==> config.mk <==
export PLATFORM = sky130hd
export DESIGN_NAME = phy_cr_master
export DESIGN_NICKNAME = d
export VERILOG_FILES = /design/src/rtl/cr_pkg.sv /design/src/rtl/cr_clk_gen.sv /design/src/rtl/cr_gap_timer.sv /design/src/rtl/cr_seq.sv /design/src/rtl/phy_cr_master.sv
export SDC_FILE = /design/constraint.sdc
export NUM_CORES = 1
export LEC_CHECK = 0
export BUFFER_PORTS_ARGS = -buffer_cell sky130_fd_sc_hd__buf_2
export CAP_MARGIN = 20
export CORE_ASPECT_RATIO = 1.2
export CORE_UTILIZATION = 41
export CTS_BUF_LIST = sky130_fd_sc_hd__clkbuf_8 sky130_fd_sc_hd__clkbuf_16
export CTS_CLUSTER_SIZE = 20
export DETAILED_ROUTE_END_ITERATION = 16
export PLACE_DENSITY = 0.69
export RECOVER_POWER = 25
export SLEW_MARGIN = 20
export SYNTH_ARGS = -nofsm -noshare
export SYNTH_HDL_FRONTEND = slang
export SYNTH_SLANG_ARGS = --single-unit
==> constraint.sdc <==
create_clock -name clk_i -period 6.1 [get_ports clk_i]
set_clock_uncertainty 0.05 [all_clocks]
set_input_delay 0.305 -clock clk_i [delete_from_list [all_inputs] [get_ports clk_i]]
set_output_delay 0.305 -clock clk_i [all_outputs]
set_load 0.01 [all_outputs]
==> src/rtl/cr_pkg.sv <==
package cr_pkg;
  typedef enum logic [1:0] {PH_IDLE, PH_HIGH, PH_LOW} cr_phase_e;

  typedef enum logic [2:0] {
    ST_IDLE, ST_PRE, ST_ADDR, ST_DATA, ST_EN, ST_STROBE, ST_WAIT, ST_POLL
  } cr_state_e;

  function automatic logic pulsing(cr_state_e s);
    return (s == ST_PRE) || (s == ST_STROBE) || (s == ST_POLL);
  endfunction
endpackage

==> src/rtl/cr_clk_gen.sv <==
module cr_clk_gen
  import cr_pkg::*;
#(
  parameter int HALF_PERIOD = 4
) (
  input  logic clk_i,
  input  logic rst_ni,
  input  logic fire_i,
  output logic ready_o,
  output logic done_o,
  output logic cr_clk_o
);
  localparam int CW = $clog2(HALF_PERIOD + 1);
  localparam logic [CW-1:0] RELOAD = CW'(HALF_PERIOD - 1);

  cr_phase_e     ph_q;
  logic [CW-1:0] cnt_q;

  assign done_o  = (ph_q == PH_LOW) && (cnt_q == '0);
  assign ready_o = (ph_q == PH_IDLE) || done_o;

  always_ff @(posedge clk_i or negedge rst_ni) begin
    if (!rst_ni) begin
      ph_q     <= PH_IDLE;
      cnt_q    <= '0;
      cr_clk_o <= 1'b0;
    end else if (fire_i && ready_o) begin
      ph_q     <= PH_HIGH;
      cnt_q    <= RELOAD;
      cr_clk_o <= 1'b1;
    end else begin
      case (ph_q)
        PH_HIGH: begin
          if (cnt_q == '0) begin
            ph_q     <= PH_LOW;
            cnt_q    <= RELOAD;
            cr_clk_o <= 1'b0;
          end else begin
            cnt_q <= cnt_q - 1'b1;
          end
        end
        PH_LOW: begin
          if (cnt_q == '0) ph_q <= PH_IDLE;
          else             cnt_q <= cnt_q - 1'b1;
        end
        default: ;
      endcase
    end
  end
endmodule

==> src/rtl/cr_gap_timer.sv <==
module cr_gap_timer #(
  parameter int GAP = 16
) (
  input  logic clk_i,
  input  logic rst_ni,
  input  logic load_i,
  output logic zero_o
);
  generate
    if (GAP == 0) begin : g_none
      logic unused_in;
      assign unused_in = clk_i ^ rst_ni ^ load_i;
      assign zero_o    = 1'b1;
    end else begin : g_cnt
      localparam int GW = $clog2(GAP + 1);
      logic [GW-1:0] cnt_q;
      always_ff @(posedge clk_i or negedge rst_ni) begin
        if (!rst_ni)             cnt_q <= '0;
        else if (load_i)         cnt_q <= GW'(GAP);
        else if (cnt_q != '0)    cnt_q <= cnt_q - 1'b1;
      end
      assign zero_o = (cnt_q == '0);
    end
  endgenerate
endmodule

==> src/rtl/cr_seq.sv <==
module cr_seq
  import cr_pkg::*;
#(
  parameter int ADDR_W     = 16,
  parameter int DATA_W     = 16,
  parameter int PRE_PULSES = 100,
  parameter int POLL_LIMIT = 10
) (
  input  logic              clk_i,
  input  logic              rst_ni,
  input  logic              start_i,
  input  logic              write_i,
  input  logic [ADDR_W-1:0] addr_i,
  input  logic [DATA_W-1:0] wdata_i,
  input  logic              ack_i,
  input  logic [DATA_W-1:0] rdata_i,
  input  logic              gen_ready_i,
  input  logic              gen_done_i,
  input  logic              gap_zero_i,
  output logic              gap_load_o,
  output logic              fire_o,
  output logic              sel_o,
  output logic              rd_en_o,
  output logic              wr_en_o,
  output logic [ADDR_W-1:0] addr_o,
  output logic [DATA_W-1:0] wdata_o,
  output logic [DATA_W-1:0] rdata_o,
  output logic              done_o,
  output logic              err_o
);
  localparam int NP_W = $clog2(PRE_PULSES + 1);
  localparam int PL_W = $clog2(POLL_LIMIT + 1);
  localparam logic [PL_W-1:0] LAST_POLL = PL_W'(POLL_LIMIT - 1);

  cr_state_e         st_q;
  logic [NP_W-1:0]   npulse_q;
  logic [PL_W-1:0]   polls_q;
  logic              is_wr_q;
  logic [ADDR_W-1:0] addr_q;
  logic [DATA_W-1:0] wdata_q;
  logic              pulse_end;

  assign fire_o     = pulsing(st_q) && (npulse_q != '0);
  assign pulse_end  = (npulse_q == '0) && gen_done_i;
  assign gap_load_o = ((st_q == ST_STROBE) || (st_q == ST_POLL)) && pulse_end;

  always_ff @(posedge clk_i or negedge rst_ni) begin
    if (!rst_ni) begin
      st_q     <= ST_IDLE;
      npulse_q <= '0;
      polls_q  <= '0;
      is_wr_q  <= 1'b0;
      addr_q   <= '0;
      wdata_q  <= '0;
      sel_o    <= 1'b0;
      rd_en_o  <= 1'b0;
      wr_en_o  <= 1'b0;
      addr_o   <= '0;
      wdata_o  <= '0;
      rdata_o  <= '0;
      done_o   <= 1'b0;
      err_o    <= 1'b0;
    end else begin
      done_o <= 1'b0;
      err_o  <= 1'b0;
      if (fire_o && gen_ready_i) npulse_q <= npulse_q - 1'b1;
      case (st_q)
        ST_IDLE: if (start_i) begin
          is_wr_q  <= write_i;
          addr_q   <= addr_i;
          wdata_q  <= wdata_i;
          npulse_q <= NP_W'(PRE_PULSES);
          st_q     <= ST_PRE;
        end
        ST_PRE: if (pulse_end) begin
          sel_o <= 1'b1;
          st_q  <= ST_ADDR;
        end
        ST_ADDR: begin
          addr_o <= addr_q;
          st_q   <= is_wr_q ? ST_DATA : ST_EN;
        end
        ST_DATA: begin
          wdata_o <= wdata_q;
          st_q    <= ST_EN;
        end
        ST_EN: begin
          rd_en_o  <= !is_wr_q;
          wr_en_o  <= is_wr_q;
          npulse_q <= NP_W'(1);
          st_q     <= ST_STROBE;
        end
        ST_STROBE: if (pulse_end) begin
          rd_en_o <= 1'b0;
          wr_en_o <= 1'b0;
          polls_q <= '0;
          st_q    <= ST_WAIT;
        end
        ST_WAIT: if (gap_zero_i) begin
          if (ack_i || (polls_q == LAST_POLL)) begin
            if (ack_i && !is_wr_q) rdata_o <= rdata_i;
            done_o  <= ack_i;
            err_o   <= !ack_i;
            sel_o   <= 1'b0;
            addr_o  <= '0;
            wdata_o <= '0;
            st_q    <= ST_IDLE;
          end else begin
            polls_q  <= polls_q + 1'b1;
            npulse_q <= NP_W'(1);
            st_q     <= ST_POLL;
          end
        end
        ST_POLL: if (pulse_end) st_q <= ST_WAIT;
        default: st_q <= ST_IDLE;
      endcase
    end
  end
endmodule

==> src/rtl/phy_cr_master.sv <==
module phy_cr_master #(
  parameter int ADDR_W      = 16,
  parameter int DATA_W      = 16,
  parameter int HALF_PERIOD = 4,
  parameter int POLL_WAIT   = 16,
  parameter int PRE_PULSES  = 100,
  parameter int POLL_LIMIT  = 10
) (
  input  logic              clk_i,
  input  logic              rst_ni,
  input  logic              start_i,
  input  logic              write_i,
  input  logic [ADDR_W-1:0] addr_i,
  input  logic [DATA_W-1:0] wdata_i,
  output logic              done_o,
  output logic              err_o,
  output logic [DATA_W-1:0] rdata_o,
  output logic              cr_clk_o,
  output logic              cr_sel_o,
  output logic              cr_rd_en_o,
  output logic              cr_wr_en_o,
  output logic [ADDR_W-1:0] cr_addr_o,
  output logic [DATA_W-1:0] cr_wdata_o,
  input  logic [DATA_W-1:0] cr_rdata_i,
  input  logic              cr_ack_i
);
  logic fire, gen_ready, gen_done, gap_load, gap_zero;

  cr_clk_gen #(.HALF_PERIOD(HALF_PERIOD)) i_clk_gen (
    .clk_i, .rst_ni,
    .fire_i  (fire),
    .ready_o (gen_ready),
    .done_o  (gen_done),
    .cr_clk_o(cr_clk_o)
  );

  cr_gap_timer #(.GAP(POLL_WAIT)) i_gap (
    .clk_i, .rst_ni,
    .load_i(gap_load),
    .zero_o(gap_zero)
  );

  cr_seq #(
    .ADDR_W(ADDR_W), .DATA_W(DATA_W),
    .PRE_PULSES(PRE_PULSES), .POLL_LIMIT(POLL_LIMIT)
  ) i_seq (
    .clk_i, .rst_ni, .start_i, .write_i, .addr_i, .wdata_i,
    .ack_i      (cr_ack_i),
    .rdata_i    (cr_rdata_i),
    .gen_ready_i(gen_ready),
    .gen_done_i (gen_done),
    .gap_zero_i (gap_zero),
    .gap_load_o (gap_load),
    .fire_o     (fire),
    .sel_o      (cr_sel_o),
    .rd_en_o    (cr_rd_en_o),
    .wr_en_o    (cr_wr_en_o),
    .addr_o     (cr_addr_o),
    .wdata_o    (cr_wdata_o),
    .rdata_o    (rdata_o),
    .done_o     (done_o),
    .err_o      (err_o)
  );
endmodule

Yosys cells after proc, flatten, opt, wreduce, memory -nomap -nowiden
Index checks and enable logic that the tools add are counted.
{"block": "word_totals", "regBits": 111, "latchBits": 0, "ram_bits": 0, "romBits": 0, "in_bits": 53, "out_inout_bits": 54, "word_cells": 129, "mem_count": 0}
{"block": "classes", "add_sub_neg": 4, "multipliers": 0, "div_mod_pow": 0, "order_cmp": 0, "eq_ne": 20, "n_shift": 0, "n_mux": 46, "bitwise": 0, "n_reduce_logical": 41}
{"operator": "case mux 16 bit (2 select lines)", "n": 2}
{"operator": "two-way mux 16 bit", "n": 2}
{"operator": "two-way mux 7 bit", "n": 4}
{"operator": "two-way mux 3 bit", "n": 9}
{"operator": "case mux 3 bit (7 select lines)", "n": 1}
{"operator": "case mux 7 bit (3 select lines)", "n": 1}
{"operator": "AND reduction 4 bit", "n": 4}
{"operator": "nonzero test 2 bit", "n": 8}
{"operator": "two-way mux 1 bit", "n": 13}
{"operator": "== test 3 bit (second input constant)", "n": 4}
{"operator": "two-way mux 4 bit", "n": 3}
{"operator": "two-way mux 5 bit", "n": 2}
{"operator": "AND reduction 3 bit", "n": 3}
{"operator": "!= test 2 x 1 -> 1 bit (second input constant)", "n": 4}
{"operator": "case mux 4 bit (2 select lines)", "n": 1}
{"operator": "AND reduction 2 bit", "n": 4}
{"operator": "zero test 7 bit", "n": 1}
{"operator": "nonzero test 7 bit", "n": 1}
{"operator": "subtractor 7 x 1 -> 7 bit (second input constant)", "n": 1}
{"operator": "== test 3 x 2 -> 1 bit (second input constant)", "n": 2}
{"operator": "logical AND 1 bit", "n": 6}
{"operator": "zero test 3 bit", "n": 2}
{"operator": "two-way mux 2 bit", "n": 3}
{"operator": "!= test 2 bit (second input constant)", "n": 3}
{"operator": "19 further kinds", "n": 27}

Logic depth before layout (Yosys ltp)
Gate-level depths: netlist (run 1).
{"block": "logic_depth", "ltp_word": 9, "mapped_depth": 9, "mapped_depth_nobuf": 8}

By module
A second synthesis (run 1) with hierarchy kept.
{"block": "hier_totals", "cells_unflattened": 376, "hier_area_um2": 4845.9}
{"module": "cr_seq", "instances": 1, "cells_each": 309, "area_per_inst_um2": 4207.8, "seq_area_each_um2": 2502.4}
{"module": "cr_clk_gen", "instances": 1, "cells_each": 41, "area_per_inst_um2": 382.9, "seq_area_each_um2": 150.1}
{"module": "cr_gap_timer", "instances": 1, "cells_each": 26, "area_per_inst_um2": 255.2, "seq_area_each_um2": 125.1}

Worst setup path before layout (run 1)
Ideal clock, no wire load.
{"block": "synth_timing", "kind": "register -> register", "from": "register i_gap.g_cnt.cnt_q[0]", "to": "register i_seq.rdata_o[10]", "setup_time_ns": 0.125, "arrival_time_ns": 1.908, "slack_ns": 4.017, "path_stages_with_launch": 9, "n_path_buf": 2, "synth_period_minus_slack_ns": 2.083, "cell_sequence": "dfrtp_1 inv_1 ha_1 nor4b_4 and3_1 and2b_1 buf_6 buf_12 mux2_2"}
{"block": "synth_between", "elab_chain_cells": 2}
{"item": "from (decl)", "line_no": "cr_gap_timer.sv:16", "rtl": "logic [GW-1:0] cnt_q;"}
{"item": "from (signal assigned)", "line_no": "cr_gap_timer.sv:19", "rtl": "else if (load_i) cnt_q <= GW'(GAP);"}
{"item": "from (signal assigned)", "line_no": "cr_gap_timer.sv:20", "rtl": "else if (cnt_q != '0) cnt_q <= cnt_q - 1'b1;"}
{"item": "zero test 5 bit", "line_no": "cr_gap_timer.sv:22", "rtl": "assign zero_o = (cnt_q == '0);"}
{"item": "AND reduction 4 bit (no line)"}
{"item": "to (signal assigned)", "line_no": "cr_seq.sv:101", "rtl": "if (ack_i && !is_wr_q) rdata_o <= rdata_i;"}
{"item": "to (decl)", "line_no": "cr_seq.sv:27", "rtl": "output logic [DATA_W-1:0] rdata_o,"}
No other way between the ends.
A chain may end at the register's enable or synchronous reset.

==> run_results.csv, run 1 <==
group,metric,value,unit
placement,dp.cells,581,
floorplan,die_area,11700,µm²
worst_setup_path,crit_required,6.44,ns
clock_tree,cts_buffer_depth,2,
global_route,gr-usage-met1,0.210,
clock_tree,cts_made_buffers,9,
synth,yosysSeqAreaShare,0.600,
clock_tree,cts_htree_levels,3,
clock_tree,root_buffer,"clkbuf_16",
floorplan,row_count,42,
global_route,grt_pass1_wl,15300,µm
synth,syn_avg_cell_area,13.0,µm²
sta,finalSetupTns,0,ns
layout,diodes,0,
power_and_ir_drop,p_sw,0.000512,W
route,ant_nets,0,
route,drtIter0Drc,180,
power_and_ir_drop,power_per_cell_area,324,nW/µm²
route,drc,0,
layout,fin_util,0.502,
synth,synth_top_cells_by_area,"dfrtp_1, mux2_2, a22o_1",
layout,syn_to_final_growth,19.6,%
power_and_ir_drop,p_sw_frac,0.285,
synth,synthCells,356,
synth,ys.flop_type,"dfrtp_1",
synth,ys_warn_count,0,
power_and_ir_drop,finalPower,0.00180,W
floorplan,io_pins,107,
power_and_ir_drop,p_int,0.00128,W
sta,min_period_over_period,0.548,
clock_tree,cts-resized-gates,0,
synth,synthDominantCellAreaShare,0.600,
worst_setup_path,setup.worst_path.start_class,"input pin",
clock_tree,insertion_delay,0.34,ns
layout,drive_gt1_frac,0.341,
run_status,violations,"max-capacitance violations, max-slew violations",
worst_setup_path,cp.arrival,3.69,ns
worst_setup_path,critPathKind,"in -> async",
sta,slew_headroom,-0.831,
sta,max_freq,0.299,GHz
synth,synth_edf_count,0,
clock_tree,tritoncts,"done",
route,via_per_inst,5.35,
hold_path,hold_path_class,"in -> reg",
power_and_ir_drop,p_clk_frac,0.312,
global_route,track_usage,0.165,
global_route,busiest_layer,"met2",
placement,gp_congestion,0.763,
worst_setup_path,critPathMaxFanout,59,
power_and_ir_drop,p_seq_frac,0.503,
route,vias,3188,
floorplan,start_util,0.420,
sta,slew_violations,54,
power_and_ir_drop,combPwrFrac,0.185,
floorplan,core-area,11000,µm²
worst_setup_path,crit_path_end_kind,"async pin",
synth,syn_nets,417,
synth,ys_types,49,
global_route,grtUsageMet2,0.271,
global_route,met3_usage,0.0361,
sta,rsz0062_at_grt,"false",
power_and_ir_drop,ir_drop,0.000153,V
placement,hpwl,6210,µm
placement,numPortBuffers,106,
clock_tree,clk_pin_slew,0.07,ns
sta,tightestPinTransition,2.75,ns
route,wire_per_inst,15.3,µm
power_and_ir_drop,leakage,2.79,nW
sta,hold_slack,0.140,ns
worst_setup_path,cp_cell_sequence,"dlygate4sd3_1, clkbuf_1, buf_4",
synth,ys_async_sr_fraction,1.00,
floorplan,fp.dieW,99.0,µm
sta,hold_viol,0,
route,drt-total-wl,9110,µm
synth,yosysTopAreaCell,"dfrtp_1",
synth,synth_seq_cells,111,
global_route,antenna_found_initial,0,
worst_setup_path,slowest_stage,"clkbuf_1",
clock_tree,cts_sinks,111,
sta,fin_crit,3.34,ns
route,firstDrtPassIters,4,
clock_tree,post_cts_buffers,0,
layout,instances_no_fill,596,
worst_setup_path,critPathMaxStageDelay,1.94,ns
run,drv_cap,1,
floorplan,die_h,118,µm
run_status,status,"finished with violations",
global_route,grt_pass1_vias,3200,
global_route,grt_overflow,0,
synth,synthesis.area,4630,µm²
sta,final-setup-viol-count,0,
global_route,grt_max_degree,60,
layout,nNetsFinal,522,
==> Yosys cell counts (all sizes together) (5+ instances only) <==
library cell / n
nor2: 16
nor3: 7
dfrtp: 111
a22o: 35
o21ai: 6
inv: 12
buf: 7
xor2: 5
a21oi: 13
clkbuf: 10
nand2: 22
mux2: 50
ha: 8
==> stage by stage <==
stage                     area [µm²]  setup slack, ns
after floorplan                 4630             4.02
after global placement          5280             3.67
after detailed placement        5280             3.52
after CTS                       5560             3.48
after global routing            5540             2.11
final                           5540             2.76
==> area by class of cell <==
| cell class | instances | area [µm²] |
|---|---|---|
| clock buffers | 9 | 225 |
| clock inverters | 5 | 53.8 |
| multi-input cells | 216 | 1720 |
| inverters | 12 | 45.0 |
| fillers | 1014 | 5500 |
| flip-flops and latches | 111 | 2780 |
| well taps | 132 | 165 |
| repair buffers | 111 | 548 |
==> logic make-up after synthesis <==
group                      after synthesis  share of synthesized area
muxes                                   52                      0.126
DFF                                    111                      0.600
buffers and inverters                   29                     0.0300
xor gates and xnor gates                 8                     0.0151
adders and majority gates                8                     0.0216
AOI/OAI and AO/OA                       72                      0.117
and+or+nand+nor                         76                     0.0910
==> flip-flops by register name, summed over array words and instances, names as in the netlist, 2 cells and up <==
| register | count |
|---|---|
| i_seq.wdata_q | 16 |
| i_seq.addr_o | 16 |
| i_seq.addr_q | 16 |
| i_seq.st_q | 3 |
| i_clk_gen.cnt_q | 3 |
| i_seq.rdata_o | 16 |
| i_clk_gen.ph_q | 2 |
| i_seq.polls_q | 4 |
| i_seq.npulse_q | 7 |
| i_seq.wdata_o | 16 |
| i_gap.g_cnt.cnt_q | 5 |
==> power groups by stage <==
stage / Sequential (W) / Combinational (W) / Clock [W]
after floorplan: 0.000880 / 0.000265 / 0
after global placement: 0.000909 / 0.000316 / 0
after detailed placement: 0.000915 / 0.000333 / 0
after CTS: 0.000903 / 0.000337 / 0.000577
after global routing: 0.000917 / 0.000381 / 0.000604
final: 0.000904 / 0.000333 / 0.000560
==> repair_timing <==
item | 4_1_cts | 5_1_grt
setup endpoints to repair | 0 | 0
hold buffers | 1 | 0
endpoints found under the hold margin | 52 | 0
==> layer usage <==
metal | wire length (µm) | up-vias
met2 | 4580 | 54
li1 | - | 1490
met5 | 0 | -
met4 | 133 | 0
met3 | 341 | 10
met1 | 4050 | 1634
==> worst paths after layout <==
| path | startpoint | end | slack (ns) | cells after the start |
|---|---|---|---|---|
| setup / recovery | rst_ni | i_seq.st_q[0]$_DFFE_PN0P_ | 2.76 | 3 |
| hold / removal | addr_i[5] | i_seq.addr_q[5]$_DFFE_PN0P_ | 0.14 | 2 |
| setup reg to reg | i_gap.g_cnt.cnt_q[0]$_DFFE_PN0P_ | i_seq.rdata_o[7]$_DFFE_PN0P_ | 3.48 | 6 |
| hold reg to reg | i_seq.wdata_o[7]$_DFFE_PN0P_ | i_seq.wdata_o[7]$_DFFE_PN0P_ | 0.44 | 1 |
| max in group clk_i | i_gap.g_cnt.cnt_q[0]$_DFFE_PN0P_ | i_seq.rdata_o[7]$_DFFE_PN0P_ | 3.48 | 6 |
| min in group asynchronous | rst_ni | i_seq.wdata_o[11]$_DFFE_PN0P_ | 1.34 | 2 |
==> cells in the final DEF, fill, tap and decap left out, types with 2 or more instances in the layout <==
cell type and n:
buf_4 4, a311oi_1 2, buf_2 88, and3_1 3, o22ai_1 3, xor2_1 5
nand3b_1 2, mux2_2 50, nand4_1 2, mux2i_1 2, a21o_1 2, a22o_1 35
nand4b_1 2, a21oi_1 13, o31ai_1 3, ha_1 8, nor4b_4 2, o21ai_0 5
nand3_1 3, nor2_1 16, nand2_1 22, clkbuf_16 9, nor3_1 7, clkbuf_1 18
xnor2_1 3, inv_1 14, and2_1 2, and4_1 2, nand2b_1 4, dfrtp_1 111
==> critical path, delay by kind of cell <==
family,cells,cell delay (ns)
buffers and inverters,3,3.32
No activity file was read; power rests on OpenSTA's default activity.
==> run 2, diff against run 1 <==
--- a/config.mk
+++ b/config.mk
@@ -5,6 +5,7 @@
 export SDC_FILE = /design/constraint.sdc
 export NUM_CORES = 1
 export LEC_CHECK = 0
+export ABC_AREA = 1
 export BUFFER_PORTS_ARGS = -buffer_cell sky130_fd_sc_hd__buf_2
 export CAP_MARGIN = 20
 export CORE_ASPECT_RATIO = 1.2
@@ -12,7 +13,7 @@
 export CTS_BUF_LIST = sky130_fd_sc_hd__clkbuf_8 sky130_fd_sc_hd__clkbuf_16
 export CTS_CLUSTER_SIZE = 20
 export DETAILED_ROUTE_END_ITERATION = 16
-export PLACE_DENSITY = 0.69
+export PLACE_DENSITY = 0.72
 export RECOVER_POWER = 25
 export SLEW_MARGIN = 20
 export SYNTH_ARGS = -nofsm -noshare
==> constraint.sdc (replaced) <==
create_clock -name clk_i -period 2.8 [get_ports clk_i]
set_clock_uncertainty 0.05 [all_clocks]
set_input_delay 0.14 -clock clk_i [delete_from_list [all_inputs] [get_ports clk_i]]
set_output_delay 0.14 -clock clk_i [all_outputs]
set_load 0.01 [all_outputs]
==> run_results.csv, run 2 <==
group,metric,value,unit
synth,syn_nets,597,
floorplan,fp.dieW,101,µm
floorplan,start_util,0.420,
synth,synth_top_cells_by_area,"dfrtp_1, nand2_1, nand3_1",
global_route,antenna_found_initial,0,
clock_tree,tritoncts,"done",
floorplan,io_pins,107,
route,ant_nets,0,
floorplan,die_area,12200,µm²
sta,hold_slack,0.00120,ns
sta,finalSetupTns,0,ns
synth,synthCells,536,
route,drc,0,
hold_path,hold_start,"addr_i[12]",
layout,nNetsFinal,736,
power_and_ir_drop,ir_drop,0.000380,V
global_route,track_usage,0.186,
worst_setup_path,critPathMaxFanout,16,
route,vias,4034,
global_route,grt_overflow,0,
sta,slew_violations,0,
synth,synth_common_cells,"nand2_1, dfrtp_1, inv_1",
run_status,status,"finished, final reports clean",
synth,ys_warn_count,0,
clock_tree,cts_htree_levels,3,
synth,ys_types,27,
worst_setup_path,startpoint,"i_seq.polls_q[1]$_DFFE_PN0P_",
power_and_ir_drop,power_per_cell_area,491,nW/µm²
synth,synth_edf_count,0,
route,drt-total-wl,10900,µm
layout,diodes,0,
synth,yosysTopAreaCell,"dfrtp_1",
clock_tree,root_buffer,"clkbuf_16",
layout,drive_gt1_frac,0.199,
power_and_ir_drop,leakage,3.38,nW
floorplan,row_count,43,
synth,synth_seq_cells,111,
sta,tightestPinTransition,1.24,ns
synth,syn_avg_cell_area,9.02,µm²
clock_tree,post_cts_buffers,0,
clock_tree,insertion_delay,0.34,ns
synth,ys.flop_type,"dfrtp_1",
placement,hpwl,7410,µm
worst_setup_path,reg2reg_slack,0.79,ns
synth,ys_async_sr_fraction,1.00,
worst_setup_path,crit_path_end_kind,"flip-flop",
synth,yosysSeqAreaShare,0.574,
placement,gp_congestion,0.885,
floorplan,core-area,11500,µm²
sta,fin_crit,2.01,ns
placement,numPortBuffers,106,
synth,yosysMostFrequentCell,"nand2_1",
worst_setup_path,setup.worst_path.start_class,"flip-flop",
clock_tree,cts_sinks,111,
worst_setup_path,crit_required,2.97,ns
global_route,grt_pass1_vias,3929,
layout,fin_util,0.535,
global_route,grt_pass1_wl,18100,µm
route,wire_per_inst,13.0,µm
sta,max_freq,0.496,GHz
sta,slew_headroom,0.171,
clock_tree,cts_buffer_depth,2,
layout,final_cell_mix,"nand2_1, dfrtp_1, buf_2",
synth,synthesis.area,4840,µm²
placement,place_ws,0.809,ns
global_route,grt_max_degree,63,
worst_setup_path,cp.arrival,2.18,ns
sta,setup_slack,0.786,ns
worst_setup_path,critPathKind,"reg -> reg",
hold_path,hold_path_class,"in -> reg",
layout,final_common_cell,"nand2_1",
floorplan,die_h,121,µm
route,via_per_inst,4.82,
worst_setup_path,worstReg2RegStart,"i_seq.polls_q[1]$_DFFE_PN0P_",
clock_tree,cts_made_buffers,9,
layout,syn_to_final_growth,27.3,%
layout,ff_latch_area,2780,µm²
layout,fillers,1079,
route,drtIter0Drc,195,
layout,multiInputGateArea,1750,µm²
sta,final-setup-viol-count,0,
clock_tree,clk_pin_slew,0.07,ns
sta,rsz0062_at_grt,"false",
route,firstDrtPassIters,4,
run,drv_cap,0,
sta,hold_viol,0,
synth,synthDominantCellAreaShare,0.574,
sta,min_period_over_period,0.719,
==> run 2: path summary, 6_finish.rpt <==
| path | depth (start not counted) | endpoint |
|---|---|---|
| min in group asynchronous | 2 | i_seq.wdata_o[6]$_DFFE_PN0P_ |
| worst min register to register | 1 | i_clk_gen.cnt_q[0]$_DFFE_PN0P_ |
| worst max-delay path | 9 | i_seq.wdata_o[0]$_DFFE_PN0P_ |
| worst min-delay path | 3 | i_seq.addr_q[12]$_DFFE_PN0P_ |
| max in group asynchronous | 3 | i_seq.st_q[2]$_DFFE_PN0P_ |
| worst max register to register | 9 | i_seq.wdata_o[0]$_DFFE_PN0P_ |
==> run 2: where the power goes <==
group	switching [W]	total [W]	internal, W
clock	0.000582	0.00131	0.000723
combinational	0.0000514	0.000113	0.0000613
sequential	0	0.00160	0.00160
==> run 2: cell families after synthesis <==
logic type,count (synthesis),synth area share
simple gates,256,0.227
buf+inv,73,0.0634
compound gates,67,0.0699
flops,111,0.574
mux,13,0.0303
fa+ha+maj,8,0.0207
xor+xnor,8,0.0145
==> run 2: timing repair <==
item	CTS	global route
hold buffers	36	0
endpoints found under the hold margin	84	0
gates resized for setup	0	0
==> run 2: worst max-delay path: stages, from the launching register on <==
cell      delay, ns
dfrtp_1        0.41
inv_1          0.07
ha_1           0.14
nand3b_1       0.17
nand2_1        0.13
nand2_1        0.16
nand2_2        0.29
nand2_2        0.27
nand2_1        0.12
o21ai_0        0.08
==> run 2: final cells by class <==
cell class                      instances  area share
Clock buffer                           10      0.0388
Clock inverter                          6      0.0112
Inverter                               57      0.0348
Multi-Input combinational cell        352       0.285
Sequential cell                       111       0.451
Tap cell                              157      0.0319
Timing Repair Buffer                  144       0.147
==> run 2: per-layer routing <==
metal,share of wire,global-route usage,up-vias
li1,-,-,1970
met1,0.43,0.244,1932
met2,0.51,0.310,117
met3,0.044,0.0334,15
met4,0.017,0.0634,0
met5,0,0,-
==> run 2: per-stage QoR <==
stage	power (W)	instances	instance area, µm²
6_report	0.00302	837	6160
3_5_place_dp	0.00171	785	5520
2_1_floorplan	0.00164	536	4840
4_1_cts	0.00305	837	6180
5_1_grt	0.00313	837	6160
3_3_place_gp	0.00171	785	5520
